### src/rtl/ime_pkg.sv
package ime_pkg;

    typedef enum logic [1:0] {
        SEL_NONE    = 2'd0,
        SEL_ENABLE  = 2'd1,
        SEL_SETMASK = 2'd2,
        SEL_CLRRAW  = 2'd3
    } reg_sel_e;

endpackage

### src/rtl/ime_src_stage.sv
module ime_src_stage #(
    parameter int NUM_SRC = 32
) (
    input  logic               clk,
    input  logic               rst_n,
    input  logic [NUM_SRC-1:0] src_i,
    output logic [NUM_SRC-1:0] src_q_o
);

    // One flop per source line; levels are sampled, never latched as edges.
    for (genvar g = 0; g < NUM_SRC; g++) begin : g_bit
        logic bit_q;
        always_ff @(posedge clk or negedge rst_n) begin
            if (!rst_n) bit_q <= 1'b0;
            else        bit_q <= src_i[g];
        end
        assign src_q_o[g] = bit_q;
    end

endmodule

### src/rtl/ime_addr_decode.sv
module ime_addr_decode
    import ime_pkg::*;
#(
    parameter int               ADDR_W  = 8,
    parameter logic [ADDR_W-1:0] OFS_EN  = 8'h30,
    parameter logic [ADDR_W-1:0] OFS_SET = 8'h34,
    parameter logic [ADDR_W-1:0] OFS_CLR = 8'h38
) (
    input  logic [ADDR_W-1:0] addr_i,
    output reg_sel_e          sel_o
);

    always_comb begin
        if      (addr_i == OFS_EN)  sel_o = SEL_ENABLE;
        else if (addr_i == OFS_SET) sel_o = SEL_SETMASK;
        else if (addr_i == OFS_CLR) sel_o = SEL_CLRRAW;
        else                        sel_o = SEL_NONE;
    end

endmodule

### src/rtl/ime_enable_reg.sv
module ime_enable_reg
    import ime_pkg::*;
#(
    parameter int NUM_SRC = 32
) (
    input  logic               clk,
    input  logic               rst_n,
    input  logic               wr_i,
    input  reg_sel_e           sel_i,
    input  logic [NUM_SRC-1:0] wdata_i,
    output logic [NUM_SRC-1:0] en_o
);

    logic [NUM_SRC-1:0] en_q;
    logic [NUM_SRC-1:0] en_d;

    always_comb begin
        en_d = en_q;
        if (wr_i) begin
            unique case (sel_i)
                SEL_ENABLE:  en_d = wdata_i;
                SEL_SETMASK: en_d = en_q | wdata_i;
                SEL_CLRRAW:  en_d = en_q & ~wdata_i;
                SEL_NONE:    en_d = en_q;
            endcase
        end
    end

    always_ff @(posedge clk or negedge rst_n) begin
        if (!rst_n) en_q <= '0;
        else        en_q <= en_d;
    end

    assign en_o = en_q;

endmodule

### src/rtl/ime_read_mux.sv
module ime_read_mux
    import ime_pkg::*;
#(
    parameter int NUM_SRC = 32
) (
    input  logic               clk,
    input  logic               rst_n,
    input  logic               rd_i,
    input  reg_sel_e           sel_i,
    input  logic [NUM_SRC-1:0] en_i,
    input  logic [NUM_SRC-1:0] masked_i,
    input  logic [NUM_SRC-1:0] raw_i,
    output logic [NUM_SRC-1:0] rdata_o
);

    logic [NUM_SRC-1:0] rd_d;
    logic [NUM_SRC-1:0] rd_q;

    always_comb begin
        unique case (sel_i)
            SEL_ENABLE:  rd_d = en_i;
            SEL_SETMASK: rd_d = masked_i;
            SEL_CLRRAW:  rd_d = raw_i;
            SEL_NONE:    rd_d = '0;
        endcase
    end

    always_ff @(posedge clk or negedge rst_n) begin
        if (!rst_n)    rd_q <= '0;
        else if (rd_i) rd_q <= rd_d;
    end

    assign rdata_o = rd_q;

endmodule

### src/rtl/irq_mask_ctrl.sv
module irq_mask_ctrl
    import ime_pkg::*;
#(
    parameter int                NUM_SRC = 32,
    parameter int                ADDR_W  = 8,
    parameter logic [ADDR_W-1:0] OFS_EN  = 8'h30,
    parameter logic [ADDR_W-1:0] OFS_SET = 8'h34,
    parameter logic [ADDR_W-1:0] OFS_CLR = 8'h38
) (
    input  logic               clk,
    input  logic               rst_n,
    input  logic [NUM_SRC-1:0] src_i,
    input  logic [ADDR_W-1:0]  bus_addr_i,
    input  logic               bus_wr_i,
    input  logic               bus_rd_i,
    input  logic [NUM_SRC-1:0] bus_wdata_i,
    output logic [NUM_SRC-1:0] bus_rdata_o,
    output logic               irq_o
);

    reg_sel_e           sel;
    logic [NUM_SRC-1:0] src_q;
    logic [NUM_SRC-1:0] enable_q;
    logic [NUM_SRC-1:0] masked;

    ime_src_stage #(.NUM_SRC(NUM_SRC)) u_src (
        .clk     (clk),
        .rst_n   (rst_n),
        .src_i   (src_i),
        .src_q_o (src_q)
    );

    ime_addr_decode #(
        .ADDR_W  (ADDR_W),
        .OFS_EN  (OFS_EN),
        .OFS_SET (OFS_SET),
        .OFS_CLR (OFS_CLR)
    ) u_dec (
        .addr_i (bus_addr_i),
        .sel_o  (sel)
    );

    ime_enable_reg #(.NUM_SRC(NUM_SRC)) u_en (
        .clk     (clk),
        .rst_n   (rst_n),
        .wr_i    (bus_wr_i),
        .sel_i   (sel),
        .wdata_i (bus_wdata_i),
        .en_o    (enable_q)
    );

    assign masked = src_q & enable_q;

    ime_read_mux #(.NUM_SRC(NUM_SRC)) u_rd (
        .clk      (clk),
        .rst_n    (rst_n),
        .rd_i     (bus_rd_i),
        .sel_i    (sel),
        .en_i     (enable_q),
        .masked_i (masked),
        .raw_i    (src_q),
        .rdata_o  (bus_rdata_o)
    );

    assign irq_o = |masked;

endmodule

### config.mk
export PLATFORM = sky130hd
export DESIGN_NAME = irq_mask_ctrl
export DESIGN_NICKNAME = d
export VERILOG_FILES = /design/src/rtl/ime_pkg.sv /design/src/rtl/ime_src_stage.sv /design/src/rtl/ime_addr_decode.sv /design/src/rtl/ime_enable_reg.sv /design/src/rtl/ime_read_mux.sv /design/src/rtl/irq_mask_ctrl.sv
export SDC_FILE = /design/constraint.sdc
export NUM_CORES = 1
export LEC_CHECK = 0
export BUFFER_PORTS_ARGS = -buffer_cell sky130_fd_sc_hd__buf_2
export CAP_MARGIN = 10
export CORE_MARGIN = 2
export CORE_UTILIZATION = 40
export DETAILED_ROUTE_END_ITERATION = 12
export GPL_TIMING_DRIVEN = 0
export HOLD_SLACK_MARGIN = 0.08
export PLACE_DENSITY = 0.66
export SLEW_MARGIN = 20
export SYNTH_ARGS = -nofsm -noshare
export SYNTH_HDL_FRONTEND = slang
export SYNTH_SLANG_ARGS = --single-unit
export TNS_END_PERCENT = 10
### constraint.sdc
create_clock -name clk -period 1.23 [get_ports clk]
set_input_delay 0.246 -clock clk [delete_from_list [all_inputs] [get_ports clk]]
set_output_delay 0.246 -clock clk [all_outputs]
set_load 0.05 [all_outputs]
==> metrics.md <==
| Metric | Value |
|---|---|
| Highest net fanout along the worst path | 2 |
| Initial core utilization | 41.1% |
| Crit path cell chain | a22oi_1, nand3_1, nor4_2, nand2_1, buf_6 |
| Final worst slack | -0.710 ns |
| Post-Syn Instances | 370 |
| Htree depth | 3 |
| Count of different cell masters after synthesis | 24 |
| CP max stage cell | dfrtp_1 |
| Avg Synthesized Cell Area | 11.5 um2 |
| Diodes inserted | 0 |
| Die ar. | 0.0115 mm2 |
| Dpl cell area | 0.00497 mm2 |
| Commonest non-fill, non-tap cells in the layout | dfrtp_1, buf_2, buf_6 |
| Tcrit/Tclk final | 158% |
| Placed insts | 612 |
| Final min period | 1.94 ns |
| Total Wirelength | 12900 um |
| Global-route usage over all layers | 22.8% |
| Commonest non-fill, non-tap cell in the layout | dfrtp_1 |
| P&R area growth vs syn | 46.6% |
| Fmax | 0.515 GHz |
| CP Data Required Time | 0.98 ns |
| Outcome | finished, violations left |
| CP startpoint | u_en.en_o[2] |
| Peak VDD IR | 707 uV |
| Fraction of layout cells with a size suffix above 1 | 37.3% |
| Startpoint types | flip-flop |
| Synth warnings | 0 |
| Tightest Pin Transition | 0.705 ns |
| I/O pin count | 109 |
| CTS buffer count | 9 |
| Synth area leader | dfrtp_1 |
| First-pass GRT wire length | 19700 um |
| TritonCTS clock tree | done |
| Core Area | 0.0103 mm2 |
| Initial antenna violation count | 0 |
| Seq cells post-synth | 96 |
| Clock buffer depth | 2 |
| Via/cell ratio | 5.52 |
| Initial DRC count | 217 |
| Vias in the first global route | 3762 |
| Clock skew | 0.00816 ns |
| Clock sinks | 96 |
| Hold Crit Start | bus_wdata_i[17] |
| DR DRC count | 0 |
| Detailed-route wire length per cell | 18.9 um |
| Post-route ant nets | 0 |
| Cell family with most CP delay | simple AND/OR/NAND/NOR gates |
| Mapped Nets | 446 |
| Buf/Inv on CP | 1 |
| Hold Fails Final Rpt | 0 |
| # port buffers | 105 |
| Largest net degree at the start of global routing | 54 |
| Critical path capture point type | primary output |
| Worst-path clk slew | 0.10 ns |
| Final TNS setup | -19.45 ns |
| Clock insertion delay at the later pin of the skew report | 0.37 ns |
| Global placement routability congestion | 0.871 |
| Post-synth top area share | 56.6% |
| Pre-CTS WS | -0.879 ns |
| Worst Hold Class | in2reg |
| Final instance area | 0.00622 mm2 |
| Slew margin rel. | 53.0% |
| Max Slew Vio Count | 0 |
| # rows | 37 |
| Layout Nets | 618 |
| Kind of critical path | reg2out |
| Drt pass-1 iters | 5 |
| Final setup viols | 64 |
| LEAKAGE | 2.79 nW |
| Synth area leaders | dfrtp_1, mux2i_1, a22o_1 |
| Die Ht | 107 um |
| Unrepaired setup endpoints after global routing | true |
| Power Dens Cells | 1070 mW/mm2 |
| Post-route insts no fill | 683 |
| Die width | 107 um |
| Netlist Area Pre-Place | 0.00424 mm2 |
| Crit path largest cell delay | 0.41 ns |
| Final Power | 0.00667 W |
| Post-synthesis sequential area ratio | 56.6% |
| DP Wirelength | 8190 um |
| GRT Residual Overflow | 0 |
| Vias | 3771 |
| Reg-to-Reg Start | u_en.en_o[2] |
| Clock tree root driver cell | clkbuf_8 |
| Failing checks | negative setup slack |
| Max-Cap Viols | 0 |
| WP data arrival | 1.69 ns |
-- area by class of cell --
type                            count  area (um2)
Fill cell                         854        4100
Sequential cell                    96        2400
Multi-Input combinational cell    214        1760
Timing Repair Buffer              161        1320
Buffer                             26         228
Tap cell                          136         170
Clock buffer                       11         141
Inverter                           34         128
Clock inverter                      5        80.1
-- kinds of logic after synthesis --
| logic type | share of synthesized area, % |
|---|---|
| AOI/OAI and AO/OA | 23.5 |
| xor gates and xnor gates | 0.206 |
| muxes | 7.55 |
| DFF | 56.6 |
| and+or+nand+nor | 5.45 |
| buffers and inverters | 6.66 |
-- cells in the mapped netlist, drive strengths merged --
cell type / number
o22ai: 32
dfrtp: 96
a31oi: 4
nand4: 6
o22a: 28
nand3: 2
mux2i: 32
a22oi: 2
inv: 34
clkbuf: 15
xnor2: 1
or3: 1
buf: 11
a22o: 32
or4: 1
a2111oi: 1
nor2: 5
nand2: 31
o21ai: 32
nor4: 4
-- path summary, 6_finish.rpt --
check / end / slack (ns) / cells after the start
max: irq_o / -0.71 / 5
min: u_en.en_o[17] / 0.12 / 2
max reg2reg: u_rd.rdata_o[2] / 0.10 / 5
min reg2reg: u_en.en_o[14] / 0.53 / 1
max in group asynchronous: u_src.g_bit[6].bit_q / 0.28 / 3
min in group asynchronous: u_rd.rdata_o[18] / 0.35 / 2
-- where the power goes --
| part | internal (W) | leakage (nW) | switching (W) | total, W |
|---|---|---|---|---|
| Sequential | 0.00329 | 1.26 | 0.000108 | 0.00340 |
| Clock | 0.00120 | 0.106 | 0.00110 | 0.00230 |
| Combinational | 0.000461 | 1.43 | 0.000510 | 0.000971 |
-- what timing repair did --
action | CTS | global route
setup buffers | 13 | 6
resized for setup | 88 | 51
endpoints found under the hold margin | 75 | 0
hold buffers | 33 | 0
gates cloned | 4 | 0
pin swaps | 14 | 30
setup endpoints to repair | 95 | 80
-- registers in the layout (all words and copies together), names as in the netlist --
name               count
u_en.en_o             32
u_src.g_bit.bit_q     32
u_rd.rdata_o          32
-- through the flow --
stage          hold WS [ns]  utilization (%)
5_1_grt               0.109             60.3
6_report              0.116             60.3
3_3_place_gp          0.355             47.8
2_1_floorplan       -0.0496                -
4_1_cts              0.0976             57.9
3_5_place_dp          0.197             48.2
-- per-layer routing --
metal,up-vias,GRT usage (%),routed length (um)
li1,1703,-,-
met1,1875,30.1,5340
met2,176,37.0,6350
met3,17,5.11,974
met4,0,8.16,215
met5,-,0,0
No activity file was read; power rests on OpenSTA's default activity.
